File: config.mk
export PLATFORM = sky130hd
export DESIGN_NAME = qdb_ptr_mgr
export DESIGN_NICKNAME = d
export VERILOG_FILES = /design/src/rtl/qdb_pkg.sv /design/src/rtl/qdb_ring.sv /design/src/rtl/qdb_addr.sv /design/src/rtl/qdb_ptr_mgr.sv
export SDC_FILE = /design/constraint.sdc
export NUM_CORES = 1
export LEC_CHECK = 0
export CORE_MARGIN = 2
export CORE_UTILIZATION = 60
export CTS_CLUSTER_DIAMETER = 100
export DETAILED_ROUTE_END_ITERATION = 10
export DONT_BUFFER_PORTS = 1
export GPL_ROUTABILITY_DRIVEN = 1
export PLACE_DENSITY = 0.8
export SLEW_MARGIN = 20
export SYNTH_ARGS = -nofsm -noshare
export SYNTH_HDL_FRONTEND = slang
export SYNTH_SLANG_ARGS = --single-unit
File: constraint.sdc
create_clock -name clk -period 7.6 [get_ports clk]
set_input_delay 1.52 -clock clk [delete_from_list [all_inputs] [get_ports clk]]
set_output_delay 1.52 -clock clk [all_outputs]
set_load 0.01 [all_outputs]
File: src/rtl/qdb_pkg.sv
package qdb_pkg;
   localparam logic [7:0] OFS_ATTR = 8'h24;
   localparam logic [7:0] OFS_SQB  = 8'h28;
   localparam logic [7:0] OFS_CQB  = 8'h30;
   localparam logic [7:0] OFS_SQDB = 8'h40;
   localparam logic [7:0] OFS_CQDB = 8'h44;
   localparam logic [7:0] OFS_PTRS = 8'h48;
   localparam int         CQ_LSB   = 16;
   localparam int         DB_W     = 16;
   localparam int         REG_W    = 32;
   localparam int         CMD_SHIFT = 6;
   localparam int         CPL_SHIFT = 4;
   typedef enum int {Q_CMD = 0, Q_CPL = 1} q_kind_e;
endpackage

File: src/rtl/qdb_ring.sv
module qdb_ring #(
   parameter int PW = 4
) (
   input  logic                     clk,
   input  logic                     rst_n,
   input  logic [PW-1:0]            last_i,
   input  logic                     db_we_i,
   input  logic [qdb_pkg::DB_W-1:0] db_val_i,
   input  logic                     adv_i,
   output logic [PW-1:0]            host_ptr_o,
   output logic [PW-1:0]            ctl_ptr_o,
   output logic [PW-1:0]            nxt_ptr_o,
   output logic                     bad_o
);
   localparam int DW = qdb_pkg::DB_W;

   if (PW < 1 || PW >= DW) begin : g_bad_pw
      $error("qdb_ring: PW must lie in 1..%0d", DW - 1);
   end

   logic [PW-1:0] host_q, ctl_q;
   logic          bad_q;
   logic          db_ok;

   assign db_ok     = db_val_i <= DW'(last_i);
   assign nxt_ptr_o = (ctl_q == last_i) ? '0 : ctl_q + 1'b1;

   always_ff @(posedge clk or negedge rst_n) begin
      if (!rst_n) begin
         host_q <= '0;
         ctl_q  <= '0;
         bad_q  <= 1'b0;
      end else begin
         if (db_we_i && db_ok)  host_q <= db_val_i[PW-1:0];
         if (db_we_i && !db_ok) bad_q  <= 1'b1;
         if (adv_i)             ctl_q  <= nxt_ptr_o;
      end
   end

   assign host_ptr_o = host_q;
   assign ctl_ptr_o  = ctl_q;
   assign bad_o      = bad_q;

   p_adv_wrap_r5: assert property (@(posedge clk) disable iff (!rst_n)
      adv_i |=> ctl_q == (($past(ctl_q) == $past(last_i)) ? PW'(0) : PW'($past(ctl_q) + 1'b1)))
      else $error("ring pointer step wrong");

   p_db_ignored_r9: assert property (@(posedge clk) disable iff (!rst_n)
      (db_we_i && (db_val_i > DW'(last_i))) |=> $stable(host_q))
      else $error("out-of-range doorbell accepted");

   p_err_sticky_r9: assert property (@(posedge clk) disable iff (!rst_n)
      bad_q |=> bad_q)
      else $error("error flag dropped");
endmodule

File: src/rtl/qdb_addr.sv
module qdb_addr #(
   parameter int AW    = 32,
   parameter int PW    = 4,
   parameter int SHIFT = 6
) (
   input  logic [AW-1:0] base_i,
   input  logic [PW-1:0] idx_i,
   output logic [AW-1:0] addr_o
);
   if (PW + SHIFT > AW) begin : g_bad_w
      $error("qdb_addr: AW too narrow for PW+SHIFT");
   end

   assign addr_o = base_i + (AW'(idx_i) << SHIFT);
endmodule

File: src/rtl/qdb_ptr_mgr.sv
module qdb_ptr_mgr #(
   parameter int AW = 32,
   parameter int PW = 4
) (
   input  logic          clk,
   input  logic          rst_n,
   input  logic          wr_en,
   input  logic [7:0]    wr_addr,
   input  logic [31:0]   wr_data,
   input  logic [7:0]    rd_addr,
   output logic [31:0]   rd_data,
   input  logic          fetch_req,
   output logic          fetch_ack,
   output logic [AW-1:0] fetch_addr,
   input  logic          post_req,
   output logic          post_ack,
   output logic [AW-1:0] post_addr,
   output logic          irq,
   output logic          err
);
   import qdb_pkg::*;

   localparam int NQ = 2;

   if (AW < PW + CMD_SHIFT || AW > REG_W) begin : g_bad_aw
      $error("qdb_ptr_mgr: AW out of range");
   end
   if (PW + CQ_LSB > REG_W) begin : g_bad_pw
      $error("qdb_ptr_mgr: PW too wide for register layout");
   end

   logic [PW-1:0] last_a [NQ];
   logic [PW-1:0] host_a [NQ];
   logic [PW-1:0] ctl_a  [NQ];
   logic [PW-1:0] nxt_a  [NQ];
   logic [AW-1:0] base_a [NQ];
   logic [AW-1:0] addr_a [NQ];
   logic          we_a   [NQ];
   logic          adv_a  [NQ];
   logic          bad_a  [NQ];

   logic [AW-1:0] sqb_q, cqb_q;
   logic [PW-1:0] sq_last_q, cq_last_q;
   logic          irq_q;

   always_ff @(posedge clk or negedge rst_n) begin
      if (!rst_n) begin
         sqb_q     <= '0;
         cqb_q     <= '0;
         sq_last_q <= '0;
         cq_last_q <= '0;
      end else if (wr_en) begin
         case (wr_addr)
            OFS_ATTR: begin
               sq_last_q <= wr_data[PW-1:0];
               cq_last_q <= wr_data[CQ_LSB +: PW];
            end
            OFS_SQB: sqb_q <= AW'(wr_data);
            OFS_CQB: cqb_q <= AW'(wr_data);
            default: ;
         endcase
      end
   end

   assign last_a[Q_CMD] = sq_last_q;
   assign last_a[Q_CPL] = cq_last_q;
   assign base_a[Q_CMD] = sqb_q;
   assign base_a[Q_CPL] = cqb_q;
   assign we_a[Q_CMD]   = wr_en && (wr_addr == OFS_SQDB);
   assign we_a[Q_CPL]   = wr_en && (wr_addr == OFS_CQDB);

   for (genvar q = 0; q < NQ; q++) begin : g_q
      localparam int SH = (q == Q_CMD) ? CMD_SHIFT : CPL_SHIFT;
      qdb_ring #(.PW(PW)) u_ring (
         .clk        (clk),
         .rst_n      (rst_n),
         .last_i     (last_a[q]),
         .db_we_i    (we_a[q]),
         .db_val_i   (wr_data[DB_W-1:0]),
         .adv_i      (adv_a[q]),
         .host_ptr_o (host_a[q]),
         .ctl_ptr_o  (ctl_a[q]),
         .nxt_ptr_o  (nxt_a[q]),
         .bad_o      (bad_a[q])
      );
      qdb_addr #(.AW(AW), .PW(PW), .SHIFT(SH)) u_addr (
         .base_i (base_a[q]),
         .idx_i  (ctl_a[q]),
         .addr_o (addr_a[q])
      );
   end

   // command side: controller consumes while host tail is ahead of head
   assign fetch_ack    = fetch_req && (host_a[Q_CMD] != ctl_a[Q_CMD]);
   assign adv_a[Q_CMD] = fetch_ack;
   assign fetch_addr   = addr_a[Q_CMD];

   // completion side: one slot kept free to tell full from empty
   assign post_ack     = post_req && (nxt_a[Q_CPL] != host_a[Q_CPL]);
   assign adv_a[Q_CPL] = post_ack;
   assign post_addr    = addr_a[Q_CPL];

   always_ff @(posedge clk or negedge rst_n) begin
      if (!rst_n)                                          irq_q <= 1'b0;
      else if (post_ack)                                   irq_q <= 1'b1;
      else if (irq_q && host_a[Q_CPL] == ctl_a[Q_CPL])     irq_q <= 1'b0;
   end

   assign irq = irq_q;
   assign err = bad_a[Q_CMD] || bad_a[Q_CPL];

   always_comb begin
      rd_data = '0;
      case (rd_addr)
         OFS_ATTR: begin
            rd_data[PW-1:0]      = sq_last_q;
            rd_data[CQ_LSB +: PW] = cq_last_q;
         end
         OFS_SQB:  rd_data = REG_W'(sqb_q);
         OFS_CQB:  rd_data = REG_W'(cqb_q);
         OFS_SQDB: rd_data[PW-1:0] = host_a[Q_CMD];
         OFS_CQDB: rd_data[PW-1:0] = host_a[Q_CPL];
         OFS_PTRS: begin
            rd_data[PW-1:0]      = ctl_a[Q_CMD];
            rd_data[CQ_LSB +: PW] = ctl_a[Q_CPL];
         end
         default: ;
      endcase
   end

   p_irq_after_post_r8: assert property (@(posedge clk) disable iff (!rst_n)
      post_ack |=> irq)
      else $error("no interrupt after post");

   p_irq_hold_r8: assert property (@(posedge clk) disable iff (!rst_n)
      (irq && (host_a[Q_CPL] != ctl_a[Q_CPL])) |=> irq)
      else $error("interrupt dropped with entries unread");

   p_no_overflow_r7: assert property (@(posedge clk) disable iff (!rst_n)
      post_ack |=> (ctl_a[Q_CPL] != host_a[Q_CPL]))
      else $error("completion ring overran host head");

   p_fetch_pending_r3: assert property (@(posedge clk) disable iff (!rst_n)
      (fetch_ack && !we_a[Q_CMD]) |=> $stable(host_a[Q_CMD]))
      else $error("fetch disturbed host tail");
endmodule

---- Yosys cells after proc, flatten, opt, wreduce, memory -nomap -nowiden ----
Index checks and enable logic that the tools add are counted.
storage, ports and cells
  register bits ........................... 91
cells by class
  add/sub/neg operators ................... 4
  order comparisons ....................... 2
  equal/unequal tests ..................... 16
  mux-type cells .......................... 8
  reduce and logical (&&, ||, !) cells .... 16
operators with widths
  operator               number
  $eq A8 B6 Y1 const B   6
  $pmux W12 S2           2
  $eq A8 B7 Y1 const B   5
  $add A32 B10 Y32       1
  $add A32 B8 Y32        1
  $le A16 B4 Y1          2
  $pmux W4 S6            1
  $pmux W4 S4            1
  $eq A4 B4 Y1           3
  $logic_and A1 B1 Y1    9
  $add A4 B1 Y4 const B  2
  $mux W4                2
  $ne A4 B4 Y1           2
  $reduce_and A2 Y1      3
  $logic_not A1 Y1       2
  $mux W1                2
  $reduce_bool A2 Y1     1
  $logic_or A1 B1 Y1     1

---- Depth between registers and ports, before layout ----
Gate-level depths: netlist (run 1).
  depth after elaboration ................. 5
  depth in mapped cells ................... 9
  gate-level depth less buffers ........... 9

---- Hierarchy ----
Synthesis (run 1) repeated with hierarchy kept, for this count alone.
unflattened totals
  cell total of the unflattened synthesis .. 563
  area, all modules ....................... 6,257.3 um^2
by module, submodules not included
  module                     times used  cells each  area each (um^2)  sequential area each (um^2)
  qdb_ptr_mgr                1           263         3,706.1           1,826.8
  qdb_ring                   2           57          593.1             225.2
  qdb_addr at g_q[1].u_addr  1           96          729.4             0.0
  qdb_addr at g_q[0].u_addr  1           90          635.6             0.0

---- Worst setup path before layout (run 1) ----
Ideal clock, no wire load.
  path kind ............................... input-to-output
  from .................................... input rd_addr[1]
  to ...................................... output rd_data[10]
  data arrival time ....................... 2.853 ns
  path slack .............................. 3.227 ns
  stages on the path ...................... 5
  buffers on the path ..................... 2
  cells stage by stage .................... or3_1 > clkbuf_1 > nor4_2 > clkbuf_1 > a22o_1
between the ends
  word-level cells in the longest chain between the ends .. 2
ends and longest elaborated chain
  what                line                text
  start: declaration  qdb_ptr_mgr.sv:10   input logic [7:0] rd_addr,
  $eq A8 B6 Y1        qdb_ptr_mgr.sv:114  case (rd_addr)
  $pmux W12 S2 *      qdb_ptr_mgr.sv:114
  end: declaration    qdb_ptr_mgr.sv:11   output logic [31:0] rd_data,
Mark *: on every way between the ends. The rest lies on a longest branch, timed or not.

---- Final worst setup path (run 1) ----
  from .................................... input rd_addr[1]
  to ...................................... output rd_data[3]
between the ends
  word-level cells in the longest chain between the ends .. 2
ends and longest elaborated chain
  what                                                 line
  $eq A8 B7 Y1 / $eq A8 B6 Y1 (equally long branches)  qdb_ptr_mgr.sv:114
  $pmux W4 S6 *                                        qdb_ptr_mgr.sv:114
Marks and branches as above.

==> results of run 1 <==
[registers in the layout, summed over array words and instances (netlist names)]
name	cells
cq_last_q	4
cqb_q	32
g_q.u_ring.bad_o	2
g_q.u_ring.ctl_ptr_o	8
g_q.u_ring.host_ptr_o	8
irq	1
sq_last_q	4
sqb_q	32
[cells in the final DEF, fill, tap and decap left out, types with 5 or more instances in the layout]
master / instances
ha_1: 18
nand3_1: 26
nor3_1: 5
nor2b_1: 6
dfrtp_1: 91
inv_1: 30
nor2_1: 26
a22oi_1: 10
a22o_1: 28
a21oi_1: 7
nand4_1: 10
nand2_1: 39
xor2_1: 31
mux2_2: 73
clkbuf_8: 11
xnor2_1: 38
and3_1: 11
o21ai_0: 27
[cell families (layout without fill, tap and decap cells)]
group                      count (synthesis)  after routing
xor gates and xnor gates                  70             70
and+or+nand+nor                          157            157
adders and majority gates                 20             20
DFF                                       91             91
AOI/OAI and AO/OA                         97             97
muxes                                     75             75
buffers and inverters                     63             48
[power by group]
group / leakage [nW] / switching, W / total [W] / internal, W
clock: 0.0995 / 0.000170 / 0.000338 / 0.000168
sequential: 1.21 / 0.0000876 / 0.000613 / 0.000526
combinational: 1.49 / 0.000201 / 0.000359 / 0.000157
total: 2.80 / 0.000459 / 0.00131 / 0.000851
[worst max path at each step]
stage / startpoint / endpoint / slack [ps] / cells after the start
floorplan: rd_addr[1] / rd_data[10] / 3230 / 5
global placement: rd_addr[1] / rd_data[1] / 2600 / 4
detailed placement: rd_addr[1] / rd_data[1] / 2490 / 4
CTS: rd_addr[1] / rd_data[1] / 2490 / 4
global route: rd_addr[1] / rd_data[3] / 2420 / 5
finish: rd_addr[1] / rd_data[3] / 2580 / 5
[final cells by class]
type	instances	area share, %
repair buffers	3	0.369
inverters	30	1.84
clock inverters	2	0.574
well taps	133	2.72
flip-flops and latches	91	37.3
multi-input cells	419	54.6
clock buffers	13	2.60
[through the flow]
stage | hold WS [ps] | worst slack [ps] | power (W) | cell area, um2
2_1_floorplan | 420 | 3230 | 0.000904 | 5940
3_3_place_gp | 436 | 2600 | 0.000962 | 5910
3_5_place_dp | 441 | 2490 | 0.000981 | 5910
4_1_cts | 461 | 2490 | 0.00132 | 6110
5_1_grt | 480 | 2420 | 0.00139 | 6110
6_report | 454 | 2580 | 0.00131 | 6110
[per-layer routing]
metal  up-vias  GRT usage (%)  wire, um
li1       2016              -         -
met1      2202           34.1      5890
met2       208           49.3      7590
met3        26           6.18      1260
met4         0           13.3       318
met5         -              0         0
==> impl_metrics.ini, run 1 <==
[sta]
rsz0062_at_grt = false
min_period_over_period_pct = 66.1
setup_viol = 0
clock_skew_ps = 5.79
hold_viol = 0
max_slew_margin_pct = 36.9
period_needed_ps = 5020
tightest_slew_ps = 934
maxSlewViolCount = 0
final.setup.tns_ps = 0
max_freq_mhz = 199

[floorplanning]
die_area_mm2 = 0.0107
coreArea_mm2 = 0.00968
ios = 153
num_rows = 36
die_h_um = 103
initial_core_util_pct = 61.3
die_width_um = 103

[clock_tree]
root_buffer = clkbuf_8
postCtsSetupRepairBufs = 0
clk_path_buf_depth = 2
cts-resized-gates = 0
cts_tree = built
clk_pin_slew_ps = 80
clkSinkCount = 91
htree_levels = 3
cts_made_buffers = 9
cts_hold_buffers = 0
clk_latency_ps = 370

[route]
viasPerCell = 6.44
dr.first_iter.drc_count = 182
vias = 4452
dr.pass1.iters = 4
wl_per_cell_um = 21.8
ant_nets = 0
drt_wl_total_um = 15000
drc_errors = 0

[worst_setup_path]
crit_family = simple AND/OR/NAND/NOR gates
critPathCaptureType = primary output
crit_arrival_ps = 3500
required_ps = 6080
crit_buf_inv = 1
path_cells = or3_1 > nor4_4 > buf_4 > a222oi_1 > o31ai_1
setup.worst_path.start_class = input port
reg2reg_depth = 8
r2r_slack_ps = 5260
worstSetupPathType = input port to primary output
crit-reg2reg-launch = g_q[1].u_ring.ctl_ptr_o[0]
worst_path_largest_cell_delay_ps = 760
crit_fanout = 19
r2r_end = g_q[1].u_ring.ctl_ptr_o[0]
slowest_stage = nor4_4

[synthesis]
synth_top_family_by_area = simple AND/OR/NAND/NOR gates
ys_ff_latch = 91
synth_compound_area_share_pct = 11.7
yosys.area.top_type = dfrtp_1
ys.warnings.count = 0
yosysSeqAreaShare_pct = 38.4
synth-simple-area-share_pct = 15.1
yosys.cell_count.top_type = dfrtp_1
synth_edf_count = 0
syn_nets = 646
synthAdderAreaFrac_pct = 4.47
synth_mux_area_share_pct = 14.2
syn_inst = 573
synth_area_mm2 = 0.00594
async_flop_share_pct = 100
postSynthAreaPerCell_um2 = 10.4
synthTopCellsByCount = dfrtp_1, mux2_2, nand2_1, xnor2_1, xor2_1
synth_xor_area_share_pct = 10.6
ys.flop_type = dfrtp_1
ys_types = 58
synthTopCellsByArea = dfrtp_1, mux2_2, xnor2_1
synth.top_cell.area_share_pct = 38.4

[hold_path]
min_delay_path_depth = 1
hp-start = g_q[1].u_ring.bad_o
holdPathEnd = g_q[1].u_ring.bad_o
hp-class = register to register

[layout]
final_nets = 627
fillers = 768
drive_gt1_share_pct = 18.3
diodes = 0
syn_to_final_growth_pct = 2.89
seq_area_mm2 = 0.00228
multi_input_area_mm2 = 0.00334
layoutNonFillerInstCount = 691
final_util_pct = 63.1

[grt]
grt_max_degree = 92
grt_usage_pct = 28.6
grt_overflow = 0
antenna_found_initial = 0
grt_pass1_vias = 4515
grt_pass1_wl_um = 23100

[placed_design]
hpwl_um = 11200
dp_cells = 676
io_buffers = 0
place.gp.congestion = 0.899

[power_and_ir_drop]
ir_drop_mv = 0.187
power.leakage_nw = 2.80
p_per_area_mw_per_mm2 = 214

[job]
cap_violations = 0

[run_status]
outcome = finished, final reports clean
(Power assumes the default switching activity.)
==> run 2: changes to the inputs <==
Clock period 7.6 ns to 4.8 ns, I/O delays scaled along.
==> run 2 against run 1 <==
Compared with the run above: combinational power up 62%; highest routed layer unchanged; clock power up 63%; flip-flop and latch count unchanged; critical path type is now register to primary output; register-to-register slack worse by 2800 ps; die area unchanged.
==> impl_metrics.ini, run 2 (synthesis gave the netlist of run 1 again) <==
[route]
dr.first_iter.drc_count = 258
dr.pass1.iters = 4
vias = 4482
drc_errors = 0
wl_per_cell_um = 21.8
ant_nets = 0
drt_wl_total_um = 15100
viasPerCell = 6.46

[layout]
diodes = 0
layoutNonFillerInstCount = 694
syn_to_final_growth_pct = 3.33
final_cell_mix = dfrtp_1, mux2_2, nand2_1
multi_input_area_mm2 = 0.00333
fillers = 799
seq_area_mm2 = 0.00228
drive_gt1_share_pct = 18.4
reg_top3 = cqb_q: 32 flops, sqb_q: 32 flops
final_nets = 629
layout_commonest_cell = dfrtp_1

[grt]
grt_overflow = 0
antenna_found_initial = 0
grt_pass1_vias = 4364
grt_pass1_wl_um = 22800
grt_usage_pct = 28.1
grt_max_degree = 92

[run_status]
outcome = finished, final reports clean

[clock_tree]
cts_hold_buffers = 0
cts-resized-gates = 0
clkSinkCount = 91
postCtsSetupRepairBufs = 0
cts_made_buffers = 9
clk_latency_ps = 370
clk_path_buf_depth = 2
cts_tree = built
root_buffer = clkbuf_8
clk_pin_slew_ps = 80
htree_levels = 3

[sta]
setup_viol = 0
max_slew_margin_pct = 39.1
maxSlewViolCount = 0
clock_skew_ps = 8.40
min_period_over_period_pct = 84.2
final.setup.tns_ps = 0
hold_viol = 0
period_needed_ps = 4040
rsz0062_at_grt = false
tightest_slew_ps = 902
max_freq_mhz = 247
fin_ws_ps = 756

[worst_setup_path]
crit_arrival_ps = 3080
worstSetupPathType = register to primary output
path_cells = ha_1 > inv_1 > fa_1 > nor2b_1 > o21ai_0 > a21oi_1 > nand2b_1 > nor2_1 > xor2_1
crit_family = compound AO/OA/AOI/OAI gates
setup.worst_path.start_class = register
slowest_stage = a21oi_1
critPathCaptureType = primary output
crit_fanout = 7
crit_buf_inv = 1
required_ps = 3840
worst_path_largest_cell_delay_ps = 580

[power_and_ir_drop]
switching_share_pct = 34.8
ir_drop_mv = 0.241
pwr-share-comb_pct = 27.6
clock_power_share_pct = 26.2
p_per_area_mw_per_mm2 = 343
power.internal_w = 0.00137
power.leakage_nw = 2.81
switchingPower_w = 0.000733
seqPwrFrac_pct = 46.2

[floorplanning]
coreArea_mm2 = 0.00968
die_width_um = 103
die_area_mm2 = 0.0107
initial_core_util_pct = 61.3
ios = 153
num_rows = 36
die_h_um = 103

[placed_design]
io_buffers = 0
hpwl_um = 11300
dp_cells = 678
post-place-ws_ps = 1220
place.gp.congestion = 0.938

[job]
cap_violations = 0

[hold_path]
hp-class = input port to async pin
run 2: changes by cell type in the layout (fill, tap and decap cells not counted), sizes merged:
| cell | change |
|---|---|
| clkbuf | +2 |
| buf | +2 |
| clkinv | -1 |
run 2: power groups by stage:
stage | logic [W] | clock network (W) | registers [W]
after CTS | 0.000581 | 0.000555 | 0.000970
after floorplan | 0.000521 | 0 | 0.000911
after detailed placement | 0.000578 | 0 | 0.000984
after global routing | 0.000642 | 0.000588 | 0.000986
final | 0.000581 | 0.000551 | 0.000972
after global placement | 0.000550 | 0 | 0.000975
run 2: worst paths after layout:
check / start / cells past startpoint / endpoint / slack [ps]
min in group clk: g_q[1].u_ring.bad_o / 1 / g_q[1].u_ring.bad_o / 460
max reg2reg: g_q[1].u_ring.ctl_ptr_o[0] / 8 / g_q[1].u_ring.ctl_ptr_o[1] / 2470
max in group asynchronous: rst_n / 0 / sqb_q[7] / 4360
min: rst_n / 0 / sqb_q[31] / 280
max: g_q[0].u_ring.ctl_ptr_o[0] / 9 / fetch_addr[28] / 760
min reg2reg: g_q[1].u_ring.bad_o / 1 / g_q[1].u_ring.bad_o / 460
run 2: area by class of cell:
cell class / instances / share of cell area [%]
clock buffer: 15 / 2.88
clock inverter: 1 / 0.489
inverter: 30 / 1.84
multi-input combinational: 419 / 54.4
sequential: 91 / 37.1
tap: 133 / 2.71
timing repair buffer: 5 / 0.612
run 2: metal layers:
layer  track usage (%)  up-vias  part of all wire (%)
met5                 0        -                     0
met1              34.0     2232                    39
li1                  -     2018                     -
met3              7.46       36                   8.2
met2              47.7      196                    50
met4              11.2        0                   2.7
run 2: worst reg2reg max path: stages, from the launching register on:
cell and delay, ps:
dfrtp_1 530, ha_1 400, xnor2_1 140, nand3b_1 90
o21ai_0 80, a211oi_1 490, nor2_1 160, inv_1 190
o22ai_1 110
run 2: stage by stage:
step / utilization [%] / hold slack (ps) / total power (W) / area, um2
after detailed placement: 61.2 / 447 / 0.00156 / 5930
final: 63.3 / 284 / 0.00210 / 6130
after CTS: 63.3 / 269 / 0.00211 / 6130
after global placement: 61.2 / 436 / 0.00152 / 5930
after global routing: 63.3 / 261 / 0.00222 / 6130
after floorplan: - / 420 / 0.00143 / 5940
==> run 3: changes to the inputs <==
Clock period 4.8 ns to 4 ns, I/O delays scaled along.
==> run 3 against run 2 <==
Compared with the run above: clock-buffer cell count shrank 4; cell count grew 0.58%; wire length grew 1.9%; global-route usage grew 0.89 points; utilization grew 0.37 points; critical path type unchanged; largest cell class unchanged; highest routed layer unchanged.
==> impl_metrics.ini, run 3 (synthesis gave the netlist of run 1 again) <==
[sta]
setup_viol = 0
final.setup.tns_ps = 0
period_needed_ps = 3640
hold_viol = 0
maxSlewViolCount = 0
min_period_over_period_pct = 91.0
tightest_slew_ps = 893
max_freq_mhz = 275
max_slew_margin_pct = 39.7
clock_skew_ps = 9.37
rsz0062_at_grt = false

[grt]
grt_usage_pct = 29.0
grt_pass1_vias = 4565
grt_overflow = 0
grt_max_degree = 92
antenna_found_initial = 0
grt_pass1_wl_um = 23800

[layout]
layout_commonest_cell = dfrtp_1
reg_top3 = cqb_q: 32 flops, sqb_q: 32 flops
fillers = 773
final_util_pct = 63.7
final_nets = 633
final_cell_mix = dfrtp_1, mux2_2, nand2_1
syn_to_final_growth_pct = 3.94
drive_gt1_share_pct = 19.5
diodes = 0

[power_and_ir_drop]
p_per_area_mw_per_mm2 = 411
ir_drop_mv = 0.244
power.leakage_nw = 2.83

[worst_setup_path]
crit_family = adder cells
worstSetupPathType = register to primary output
slowest_stage = dfrtp_1
crit_fanout = 10
required_ps = 3200
crit_arrival_ps = 2840
crit_buf_inv = 1
setup.worst_path.start_class = register
r2r_slack_ps = 1590
path_cells = ha_1 > inv_1 > fa_1 > nor2b_1 > o21ai_0 > a21oi_2 > nand3_1 > nor2_1 > xor2_1
worst_path_largest_cell_delay_ps = 570
critPathCaptureType = primary output

[placed_design]
hpwl_um = 11500
io_buffers = 0
place.gp.congestion = 0.879

[floorplanning]
die_h_um = 103
initial_core_util_pct = 61.3
die_width_um = 103
num_rows = 36
coreArea_mm2 = 0.00968
ios = 153
die_area_mm2 = 0.0107

[clock_tree]
cts-resized-gates = 0
clk_pin_slew_ps = 100
cts_tree = built
cts_hold_buffers = 0
root_buffer = clkbuf_8
cts_made_buffers = 9
htree_levels = 3
clk_path_buf_depth = 2
clk_latency_ps = 370
clkSinkCount = 91
postCtsSetupRepairBufs = 0

[route]
dr.first_iter.drc_count = 286
ant_nets = 0
dr.pass1.iters = 5
vias = 4541
drc_errors = 0
viasPerCell = 6.51
wl_per_cell_um = 22.1
drt_wl_total_um = 15400

[job]
cap_violations = 0

[run_status]
outcome = finished, final reports clean

[hold_path]
hp-class = input port to async pin
run 3: cell count changes in the layout (fill, tap and decap cells not counted):
| cell | delta |
|---|---|
| clkinvlp_4 | +3 |
| clkbuf_8 | -1 |
| clkinv_4 | +1 |
| clkbuf_1 | -3 |
| buf_4 | +4 |
run 3: final cells by class:
cell class	count	area [um2]	area share, %
inverters	30	113	1.82
well taps	133	166	2.70
clock inverters	5	61.3	0.994
multi-input cells	419	3330	54.0
flip-flops and latches	91	2280	36.9
repair buffers	9	67.6	1.09
clock buffers	11	151	2.45
run 3: path summary, 6_finish.rpt:
kind                                            startpoint                    endpoint  cells past startpoint
worst max-delay path            g_q[1].u_ring.ctl_ptr_o[0]               post_addr[26]                      9
worst min-delay path                                 rst_n                   cqb_q[21]                      0
worst max register to register  g_q[1].u_ring.ctl_ptr_o[0]  g_q[1].u_ring.ctl_ptr_o[0]                      8
worst min register to register         g_q[1].u_ring.bad_o         g_q[1].u_ring.bad_o                      1
max in group asynchronous                            rst_n                   sqb_q[19]                      0
min in group clk                       g_q[1].u_ring.bad_o         g_q[1].u_ring.bad_o                      1
run 3: per-stage QoR:
step | setup WS, ps | instance area (um2) | std cells | hold WS (ps) | power, W
2_1_floorplan | 1070 | 5940 | 573 | 420 | 0.00172
3_3_place_gp | 892 | 5960 | 682 | 434 | 0.00184
3_5_place_dp | 804 | 5960 | 682 | 442 | 0.00187
4_1_cts | 386 | 6170 | 698 | 107 | 0.00254
5_1_grt | 150 | 6170 | 698 | 99.8 | 0.00267
6_report | 361 | 6170 | 698 | 115 | 0.00253
run 3: routing by layer:
layer / GRT usage, % / wire length [um] / up-vias
met2: 49.3 / 7730 / 214
li1: - / - / 2013
met4: 13.5 / 348 / 0
met3: 6.32 / 1310 / 28
met5: 0 / 0 / -
met1: 35.0 / 6010 / 2286
run 3: power breakdown:
part | internal (W) | leakage, nW | switching, W | total, W
Sequential | 0.000999 | 1.21 | 0.000162 | 0.00116
Clock | 0.000324 | 0.0978 | 0.000346 | 0.000670
Combinational | 0.000309 | 1.52 | 0.000395 | 0.000704
